==> config.mk <==
export PLATFORM = sky130hd
export DESIGN_NAME = mip_in_port
export DESIGN_NICKNAME = d
export VERILOG_FILES = /design/src/rtl/mip_pkg.sv /design/src/rtl/mip_chan_buf.sv /design/src/rtl/mip_flit_dec.sv /design/src/rtl/mip_in_port.sv
export SDC_FILE = /design/constraint.sdc
export NUM_CORES = 1
export LEC_CHECK = 0
export BUFFER_PORTS_ARGS = -buffer_cell sky130_fd_sc_hd__buf_2
export CORE_MARGIN = 2
export CORE_UTILIZATION = 45
export CTS_CLUSTER_SIZE = 16
export DETAILED_ROUTE_END_ITERATION = 10
export PLACE_DENSITY = 0.79
export SETUP_SLACK_MARGIN = 0.4
export SLEW_MARGIN = 20
export SYNTH_ARGS = -nofsm -noshare
export SYNTH_HDL_FRONTEND = slang
export SYNTH_HIERARCHICAL = 1
export SYNTH_SLANG_ARGS = --single-unit
==> constraint.sdc <==
create_clock -name clk_i -period 3.95 [get_ports clk_i]
set_clock_uncertainty 0.15 [all_clocks]
set_input_delay 0.1975 -clock clk_i [delete_from_list [all_inputs] [get_ports clk_i]]
set_output_delay 0.1975 -clock clk_i [all_outputs]
set_load 0.03 [all_outputs]
==> src/rtl/mip_pkg.sv <==
package mip_pkg;
  typedef enum logic [1:0] {
    FK_IDLE = 2'b00,
    FK_HEAD = 2'b01,
    FK_BODY = 2'b10,
    FK_TAIL = 2'b11
  } flit_kind_e;

  localparam int unsigned PIDX_W = 2;
  localparam int unsigned NPORT  = 1 << PIDX_W;
endpackage

==> src/rtl/mip_chan_buf.sv <==
module mip_chan_buf #(
  parameter int unsigned DEPTH = 1,
  parameter int unsigned W     = 18
) (
  input  logic         clk_i,
  input  logic         rst_ni,
  input  logic         push_i,
  input  logic [W-1:0] din_i,
  output logic         ready_o,
  output logic         valid_o,
  output logic [W-1:0] dout_o,
  input  logic         ack_i,
  output logic         credit_o
);
  localparam int unsigned PW = (DEPTH > 1) ? $clog2(DEPTH) : 1;
  localparam int unsigned CW = $clog2(DEPTH + 1);

  logic [W-1:0]  mem_q [DEPTH];
  logic [PW-1:0] rd_q, wr_q;
  logic [CW-1:0] cnt_q;
  logic          pop;

  assign valid_o  = (cnt_q != '0);
  assign pop      = ack_i & valid_o;
  assign ready_o  = (cnt_q != CW'(DEPTH)) | pop;
  assign dout_o   = mem_q[rd_q];
  assign credit_o = pop;

  function automatic logic [PW-1:0] nxt(input logic [PW-1:0] p);
    return (p == PW'(DEPTH - 1)) ? '0 : p + 1'b1;
  endfunction

  always_ff @(posedge clk_i or negedge rst_ni) begin
    if (!rst_ni) begin
      rd_q  <= '0;
      wr_q  <= '0;
      cnt_q <= '0;
    end else begin
      if (push_i) wr_q <= nxt(wr_q);
      if (pop)    rd_q <= nxt(rd_q);
      if (push_i && !pop)      cnt_q <= cnt_q + 1'b1;
      else if (pop && !push_i) cnt_q <= cnt_q - 1'b1;
    end
  end

  always_ff @(posedge clk_i) begin
    if (push_i) mem_q[wr_q] <= din_i;
  end


  full_stall_chk: assert property (@(posedge clk_i) disable iff (!rst_ni)
    (cnt_q == CW'(DEPTH) && !ack_i) |-> !ready_o);

  credit_drain_chk: assert property (@(posedge clk_i) disable iff (!rst_ni)
    (credit_o && !push_i) |=> (cnt_q == $past(cnt_q) - 1'b1));

  push_fill_chk: assert property (@(posedge clk_i) disable iff (!rst_ni)
    (push_i && !credit_o) |=> valid_o);
endmodule

==> src/rtl/mip_flit_dec.sv <==
module mip_flit_dec
  import mip_pkg::*;
#(
  parameter int unsigned DW = 16
) (
  input  logic             valid_i,
  input  flit_kind_e       kind_i,
  input  logic [DW-1:0]    data_i,
  output logic [NPORT-1:0] hdr_req_o,
  output logic             bt_req_o,
  output logic             last_o,
  output logic [DW-1:0]    data_o
);
  logic is_hdr;

  assign is_hdr = (kind_i == FK_HEAD);

  always_comb begin
    hdr_req_o = '0;
    if (valid_i && is_hdr) hdr_req_o[data_i[PIDX_W-1:0]] = 1'b1;
  end

  assign bt_req_o = valid_i & !is_hdr;
  assign last_o   = valid_i & (kind_i == FK_TAIL);
  // rotate so the next hop's index lands in the low bits
  assign data_o   = is_hdr ? {data_i[PIDX_W-1:0], data_i[DW-1:PIDX_W]} : data_i;
endmodule

==> src/rtl/mip_in_port.sv <==
module mip_in_port
  import mip_pkg::*;
#(
  parameter int unsigned                     NUM_SL = 4,
  parameter int unsigned                     MAX_VC = 2,
  parameter logic [NUM_SL-1:0][3:0]          VC_CNT = {4'd1, 4'd1, 4'd2, 4'd2},
  parameter int unsigned                     DW     = 16,
  parameter int unsigned                     DEPTH  = 1,
  localparam int unsigned                    SLW    = (NUM_SL > 1) ? $clog2(NUM_SL) : 1,
  localparam int unsigned                    VCW    = (MAX_VC > 1) ? $clog2(MAX_VC) : 1,
  localparam int unsigned                    NCH    = NUM_SL * MAX_VC
) (
  input  logic                  clk_i,
  input  logic                  rst_ni,
  input  logic                  in_valid_i,
  output logic                  in_ready_o,
  input  logic [1:0]            in_kind_i,
  input  logic [SLW-1:0]        in_sl_i,
  input  logic [VCW-1:0]        in_vc_i,
  input  logic [DW-1:0]         in_data_i,
  output logic [NCH-1:0]        ch_valid_o,
  input  logic [NCH-1:0]        ch_ack_i,
  output logic [NCH*DW-1:0]     ch_data_o,
  output logic [NCH-1:0]        ch_last_o,
  output logic [NCH*NPORT-1:0]  hdr_req_o,
  output logic [NCH-1:0]        bt_req_o,
  output logic [NCH-1:0]        credit_o,
  output logic                  err_o
);
  localparam int unsigned CIW = (NCH > 1) ? $clog2(NCH) : 1;
  localparam int unsigned BW  = DW + 2;

  logic           tag_ok;
  logic [CIW-1:0] ch_idx;
  logic [NCH-1:0] buf_ready, push_vec;
  logic           err_q;

  always_comb begin
    tag_ok = 1'b0;
    if (int'(in_sl_i) < NUM_SL)
      tag_ok = int'(in_vc_i) < int'(VC_CNT[in_sl_i]);
  end

  assign ch_idx     = CIW'(int'(in_sl_i) * MAX_VC + int'(in_vc_i));
  assign in_ready_o = tag_ok ? buf_ready[ch_idx] : 1'b1;

  always_comb begin
    push_vec = '0;
    if (in_valid_i && tag_ok && buf_ready[ch_idx]) push_vec[ch_idx] = 1'b1;
  end

  always_ff @(posedge clk_i or negedge rst_ni) begin
    if (!rst_ni)                     err_q <= 1'b0;
    else if (in_valid_i && !tag_ok)  err_q <= 1'b1;
  end
  assign err_o = err_q;

  for (genvar s = 0; s < NUM_SL; s++) begin : g_sl
    for (genvar v = 0; v < MAX_VC; v++) begin : g_vc
      localparam int unsigned C = s * MAX_VC + v;
      if (v < int'(VC_CNT[s])) begin : g_live
        logic [BW-1:0] head;
        logic          hv;

        mip_chan_buf #(.DEPTH(DEPTH), .W(BW)) u_buf (
          .clk_i    (clk_i),
          .rst_ni   (rst_ni),
          .push_i   (push_vec[C]),
          .din_i    ({in_kind_i, in_data_i}),
          .ready_o  (buf_ready[C]),
          .valid_o  (hv),
          .dout_o   (head),
          .ack_i    (ch_ack_i[C]),
          .credit_o (credit_o[C])
        );

        mip_flit_dec #(.DW(DW)) u_dec (
          .valid_i   (hv),
          .kind_i    (flit_kind_e'(head[BW-1 -: 2])),
          .data_i    (head[DW-1:0]),
          .hdr_req_o (hdr_req_o[C*NPORT +: NPORT]),
          .bt_req_o  (bt_req_o[C]),
          .last_o    (ch_last_o[C]),
          .data_o    (ch_data_o[C*DW +: DW])
        );
        assign ch_valid_o[C] = hv;


        hdr_onehot_chk: assert property (@(posedge clk_i) disable iff (!rst_ni)
          $onehot0(hdr_req_o[C*NPORT +: NPORT]));

        hdr_bt_excl_chk: assert property (@(posedge clk_i) disable iff (!rst_ni)
          !(|hdr_req_o[C*NPORT +: NPORT] && bt_req_o[C]));

        credit_head_chk: assert property (@(posedge clk_i) disable iff (!rst_ni)
          credit_o[C] |-> (ch_valid_o[C] && ch_ack_i[C]));
      end else begin : g_dead
        assign buf_ready[C]                = 1'b0;
        assign ch_valid_o[C]               = 1'b0;
        assign ch_data_o[C*DW +: DW]       = '0;
        assign ch_last_o[C]                = 1'b0;
        assign hdr_req_o[C*NPORT +: NPORT] = '0;
        assign bt_req_o[C]                 = 1'b0;
        assign credit_o[C]                 = 1'b0;
      end
    end
  end


  one_push_chk: assert property (@(posedge clk_i) disable iff (!rst_ni)
    $onehot0(push_vec));

  err_set_chk: assert property (@(posedge clk_i) disable iff (!rst_ni)
    (in_valid_i && in_ready_o && push_vec == '0) |=> err_o);

  err_sticky_chk: assert property (@(posedge clk_i) disable iff (!rst_ni)
    err_o |=> err_o);
endmodule

==> flow_summary_export.csv, run 1 <==
group,metric,value,unit
setup_path,crit_fanout,21,
setup_path,required,3.60,ns
cts,clk_latency,0.40,ns
cts,cts_resized,0,
logic_synthesis,synth_adder_area_share,0,%
setup_path,worstSetupStartpointType,"register",
timing,setup_tns,0,ns
worst_hold_path,hp-class,"primary input to register",
power_and_ir_drop,switching_power,786.3,uW
route,route.detailed.drc,0,
cts,clock_path_buffers,2,
cells_and_area,nNetsFinal,587,
timing,slew_headroom,35.30,%
global_route,grt-ovfl-total,0,
logic_synthesis,synthArstFlopShare,6.087,%
timing,rsz0062_at_grt,"no",
floorplanning,core,13770,um^2
global_route,grt_pass1_wl,20620,um
floorplanning,ios,226,
setup_path,rrSetupSlack,1.93,ns
logic_synthesis,synthMuxAreaShare,22.97,%
route,viasPerCell,4.932,
cts,cts_buffers,17,
logic_synthesis,synth_area_leaders,"edfxtp_1 51%, mux2_4 21%, buf_4 6.4%",
timing,holdWs,0.01525,ns
setup_path,worstPathArrival,2.04,ns
global_route,grt_pass1_vias,3547,
run_status,outcome,"finished, final reports clean",
cts,clock-root-buffer,"clkbuf_16",
setup_path,crit_type,"register to primary output",
power_and_ir_drop,comb_power_share,10.1,%
power_and_ir_drop,clkPwrFrac,48.2,%
timing,setup_ws,1.563,ns
setup_path,crit_path_end,"ch_data_o[97]",
logic_synthesis,synth_top_family_by_area,"multiplexers",
route,first_iter_violations,174,
timing,setup_violations,0,
logic_synthesis,yosys.cell_types.count,28,
route,via_count,3694,
setup_path,ff2ff_path_depth,2,
cts,cts_hold_buf,19,
place,port_buffers,175,
cells_and_area,drive_above_1_share,62.15,%
logic_synthesis,synth_top_area_cell,"edfxtp_1",
global_route,grt_max_degree,22,
route,first_pass_iters,4,
logic_synthesis,synth-edff-count,108,
power_and_ir_drop,vdd_drop_max,222.2,uV
timing,fmax,419.0,MHz
logic_synthesis,netlist_top_cells_count,"108 x edfxtp_1, 90 x mux2_4, 54 x buf_4",
place,hpwl,10170,um
setup_path,startpoint,"g_sl[3].g_vc[0].g_live.u_buf/mem_q[0][17]$_DFFE_PP_",
floorplanning,start_util,45.87,%
route,wl_per_cell,19.75,um
logic_synthesis,synth_top_area_share,51.34,%
place,place.gp.congestion,0.8100,
floorplanning,dieArea,15000,um^2
setup_path,reg2reg_to,"g_sl[0].g_vc[0].g_live.u_buf/mem_q[0][2]$_DFFE_PP_",
power_and_ir_drop,swShare,23.63,%
power_and_ir_drop,powerDensity,423.1,nW/um^2
global_route,gr-usage-all-layers,19.62,%
power_and_ir_drop,power_frac_seq,41.8,%
cts,post_cts_buffers,0,
logic_synthesis,synth_seq_cells,115,
logic_synthesis,synth-compound-area-share,0.2773,%
floorplanning,die_y,122.5,um
global_route,antenna_found_initial,0,
cts,tritoncts,"yes",
setup_path,r2r-start,"g_sl[0].g_vc[0].g_live.u_buf/valid_o$_DFFE_PN0P_",
power_and_ir_drop,p_leak,3.530,nW
place,pre_cts_slack,1.940,ns
logic_synthesis,synth_seq_area_share,54.11,%
logic_synthesis,yosys.area_share.simple,11.29,%
floorplanning,std_cell_rows,43,
timing,period_needed,2.387,ns
timing,finalCritPeriodShare,60.42,%
timing,hold_viol,0,
timing,finalMaxSlewViolations,0,
logic_synthesis,syn_area,6317,um^2
power_and_ir_drop,intPower,2.542,mW
logic_synthesis,synth_warnings,6,
logic_synthesis,syn_inst,354,
job,max_cap_violations,0,
setup_path,end_kind,"primary output",
logic_synthesis,synth_most_common_cell,"edfxtp_1",
cts,cts_sinks,115,
cts,cts-htree-levels,4,
cts,clk_pin_slew,0.06,ns
cells_and_area,area_delta_synth_final,24.52,%
route,routed_wl,14790,um
logic_synthesis,ys.flop_type,"edfxtp_1",
floorplanning,chipWidth,122.5,um
timing,worst_slew_pin_slew,0.9705,ns
logic_synthesis,syn_area_per_cell,17.85,um^2
cells_and_area,fill_cells,1095,
logic_synthesis,synthXorXnorAreaFrac,1.545,%
route,route.antenna.remaining_nets,0,
area by class of cell:
| type | count | area, um^2 | share of cell area, % |
|---|---|---|---|
| timing repair buffer | 201 | 1131 | 14.38 |
| multi-input combinational | 220 | 2465 | 31.33 |
| tap | 180 | 225.2 | 2.863 |
| antenna | 1 | 2.502 | 0.03181 |
| sequential | 115 | 3418 | 43.45 |
| clock inverter | 14 | 185.2 | 2.354 |
| clock buffer | 18 | 439.2 | 5.583 |
cell usage in the layout (no fill, tap or decap), types with 7 or more instances in the layout:
cell           count
and2b_2            8
dlygate4sd3_1     24
dfrtp_1            7
conb_1            48
buf_2            175
and4b_1           12
edfxtp_1         108
mux2_4            90
clkbuf_16         17
per-layer routing:
layer	up-vias	track usage, %	part of all wire (%)
li1	1649	-	-
met1	1806	22.88	38
met2	211	33.33	51
met3	28	6.738	8.7
met4	0	7.543	2.3
met5	-	0	0
worst min-delay path by stage:
stage	cells after the start	from	to	slack, ns
global placement	1	rst_ni	g_sl[1].g_vc[0].g_live.u_buf/valid_o$_DFFE_PN0P_	-0.1
global route	1	in_data_i[3]	g_sl[1].g_vc[1].g_live.u_buf/mem_q[0][3]$_DFFE_PP_	0.0009
floorplan	0	rst_ni	err_o$_DFFE_PN0P_	-0.25
CTS	1	in_data_i[4]	g_sl[3].g_vc[0].g_live.u_buf/mem_q[0][4]$_DFFE_PP_	0.004
detailed placement	1	rst_ni	err_o$_DFFE_PN0P_	-0.09
finish	1	in_data_i[14]	g_sl[1].g_vc[0].g_live.u_buf/mem_q[0][14]$_DFFE_PP_	0.02
power groups by stage:
stage / Clock, mW / Combinational [mW] / Sequential (mW)
floorplan: 0 / 0.274 / 1.40
global placement: 0 / 0.317 / 1.41
detailed placement: 0 / 0.318 / 1.41
CTS: 1.62 / 0.333 / 1.39
global route: 1.68 / 0.353 / 1.39
finish: 1.60 / 0.335 / 1.39
flip-flops by register name, indices dropped and copies added (netlist names):
register,flops
err_o,1
g_sl.g_vc.g_live.u_buf/mem_q,108
g_sl.g_vc.g_live.u_buf/valid_o,6
through the flow:
stage / instances / instance area, um^2 / util, % / power [mW]
2_1_floorplan: 401 / 6494 / - / 1.679
3_3_place_gp: 692 / 6999 / 50.82 / 1.727
3_5_place_dp: 692 / 6999 / 50.82 / 1.731
4_1_cts: 743 / 7814 / 56.73 / 3.344
5_1_grt: 748 / 7864 / 57.09 / 3.425
6_report: 749 / 7866 / 57.11 / 3.328
cells by family (layout without fill, tap and decap cells):
logic type / count (synthesis) / in the layout
and+or+nand+nor: 66 / 66
xor gates and xnor gates: 6 / 6
muxes: 98 / 98
AOI/OAI and AO/OA: 2 / 2
buffers and inverters: 66 / 233
DFF: 115 / 115
other: 1 / 49
critical path, stage by stage (launching register included):
cell and delay [ns]:
edfxtp_1 0.44, nor2b_4 0.61, mux2_2 0.40, buf_2 0.17
(Power assumes the default switching activity.)
==> run 2: changes to the inputs <==
clock period = 2.2 ns   (was 3.95 ns; I/O delays follow)
==> run 2 against run 1 <==
Die area unchanged. Core utilization increased by 4.1 points. Combinational power increased by 98%.
==> flow_summary_export.csv, run 2 (synthesis results as in run 1) <==
group,metric,value,unit
cells_and_area,regArea,3422,um^2
route,first_iter_violations,207,
cells_and_area,layout_commonest_cell,"buf_2",
route,viasPerCell,4.876,
timing,fmax,505.6,MHz
cts,clock_path_buffers,2,
timing,slew_headroom,64.71,%
job,max_cap_violations,0,
cts,clk_latency,0.40,ns
timing,worst_slew_pin_slew,0.5293,ns
setup_path,worstSetupStartpointType,"register",
setup_path,reg2reg_to,"g_sl[1].g_vc[1].g_live.u_buf/mem_q[0][6]$_DFFE_PP_",
cells_and_area,antenna_cells,0,
place,place.gp.congestion,0.8178,
cells_and_area,area_delta_synth_final,33.55,%
setup_path,end_kind,"primary output",
cells_and_area,top_register,"g_sl.g_vc.g_live.u_buf/mem_q",
global_route,grt_pass1_vias,3747,
floorplanning,std_cell_rows,43,
route,first_pass_iters,4,
global_route,antenna_found_initial,0,
timing,setup_violations,0,
cts,tritoncts,"yes",
cts,cts_sinks,115,
setup_path,r2r-start,"g_sl[1].g_vc[1].g_live.u_buf/valid_o$_DFFE_PN0P_",
setup_path,startpoint,"g_sl[3].g_vc[0].g_live.u_buf/mem_q[0][17]$_DFFE_PP_",
global_route,grt_use_met3,6.506,%
floorplanning,dieArea,15000,um^2
setup_path,worstPathArrival,1.72,ns
timing,hold_viol,0,
cells_and_area,nNetsFinal,612,
place,port_buffers,175,
cts,clock-root-buffer,"clkbuf_16",
power_and_ir_drop,powerDensity,716.0,nW/um^2
global_route,grt-busiest-layer,"met2",
global_route,gr-usage-met2,35.52,%
setup_path,rrSetupSlack,0.51,ns
global_route,grt_max_degree,22,
floorplanning,die_y,122.5,um
timing,setup_tns,0,ns
route,route.antenna.remaining_nets,0,
floorplanning,ios,226,
floorplanning,start_util,45.87,%
power_and_ir_drop,p_leak,3.729,nW
setup_path,crit_fanout,7,
setup_path,required,1.94,ns
timing,finalCritPeriodShare,89.89,%
worst_hold_path,worstHoldStart,"in_sl_i[0]",
timing,finalMaxSlewViolations,0,
global_route,grt_pass1_wl,21760,um
cells_and_area,fill_cells,1008,
floorplanning,chipWidth,122.5,um
global_route,use_met1,23.28,%
cells_and_area,drive_above_1_share,63.58,%
cts,cts_buffers,17,
run_status,outcome,"finished, final reports clean",
worst_hold_path,hp-class,"primary input to register",
cells_and_area,largest_reg_flops,108,
place,hpwl,10230,um
setup_path,ff2ff_path_depth,3,
floorplanning,core,13770,um^2
cts,cts-htree-levels,4,
timing,holdWs,0.2182,ns
route,route.detailed.drc,0,
cells_and_area,final_cell_mix,"129 x buf_2, 108 x edfxtp_1, 91 x mux2_4",
cells_and_area,multiInputGateArea,2484,um^2
power_and_ir_drop,vdd_drop_max,382.7,uV
global_route,grt-ovfl-total,0,
worst_hold_path,min_to,"g_sl[2].g_vc[0].g_live.u_buf/mem_q[0][17]$_DFFE_PP_",
route,wl_per_cell,19.88,um
timing,rsz0062_at_grt,"yes",
cts,clk_pin_slew,0.05,ns
worst_hold_path,whs_path_depth,3,
global_route,gr-usage-all-layers,20.53,%
route,via_count,3769,
timing,period_needed,1.978,ns
setup_path,crit_type,"register to primary output",
route,routed_wl,15370,um
## run 2: cell count changes in the layout (fill, tap and decap cells not counted), moves of 2 or more
| cell | delta |
|---|---|
| buf_4 | +25 |
| dfrtp_1 | -3 |
| buf_12 | +6 |
| buf_6 | +34 |
| dfrtp_2 | +3 |
| buf_2 | -46 |
| clkbuf_1 | +3 |
| clkinv_2 | -2 |
| dlygate4sd3_1 | +4 |
| clkbuf_8 | +2 |
## run 2: worst max-delay path by stage
stage	cells after the start	to	slack, ns
2_1_floorplan	2	g_sl[2].g_vc[0].g_live.u_buf/mem_q[0][0]$_DFFE_PP_	0.49
3_3_place_gp	4	ch_data_o[102]	0.47
3_5_place_dp	4	ch_data_o[102]	0.42
4_1_cts	4	ch_data_o[65]	0.23
5_1_grt	4	ch_data_o[33]	0.18
6_report	5	ch_data_o[110]	0.22
## run 2: repair_timing
item	CTS	global route
cloned	1	0
setup endpoints to repair	127	127
hold buffers	28	0
endpoints found under the hold margin	122	0
setup buffers	10	1
gates resized for setup	97	3
## run 2: critical path: stages (launching register included)
cell	delay [ns]
edfxtp_1	0.43
nor2b_4	0.15
buf_12	0.14
buf_8	0.14
mux2_4	0.32
buf_6	0.14
## run 2: metrics by stage
stage | worst slack (ns) | instance area, um^2 | util (%) | cells | power (mW)
4_1_cts | 0.2300 | 8418 | 61.12 | 772 | 6.078
3_5_place_dp | 0.4233 | 7088 | 51.46 | 701 | 3.119
3_3_place_gp | 0.4698 | 7088 | 51.46 | 701 | 3.110
2_1_floorplan | 0.4867 | 6507 | - | 401 | 3.016
6_report | 0.2223 | 8437 | 61.26 | 773 | 6.041
5_1_grt | 0.1752 | 8437 | 61.26 | 773 | 6.220
## run 2: final cells by class
cell class,count,share of cell area [%]
flip-flops and latches,115,40.56
clock inverters,9,1.824
multi-input cells,220,29.44
well taps,180,2.669
repair buffers,226,19.84
clock buffers,23,5.665
## run 2: power by group
part / leakage (nW) / internal (mW) / switching [mW]
logic: 2.36 / 0.236 / 0.428
clock network: 0.303 / 1.98 / 0.905
registers: 1.07 / 2.45 / 0.0374
total: 3.73 / 4.67 / 1.37
## run 2: layer usage
metal,up-vias,part of all wire [%]
met4,0,3.5
li1,1696,-
met5,-,0
met1,1844,37
met2,202,51
met3,27,7.6
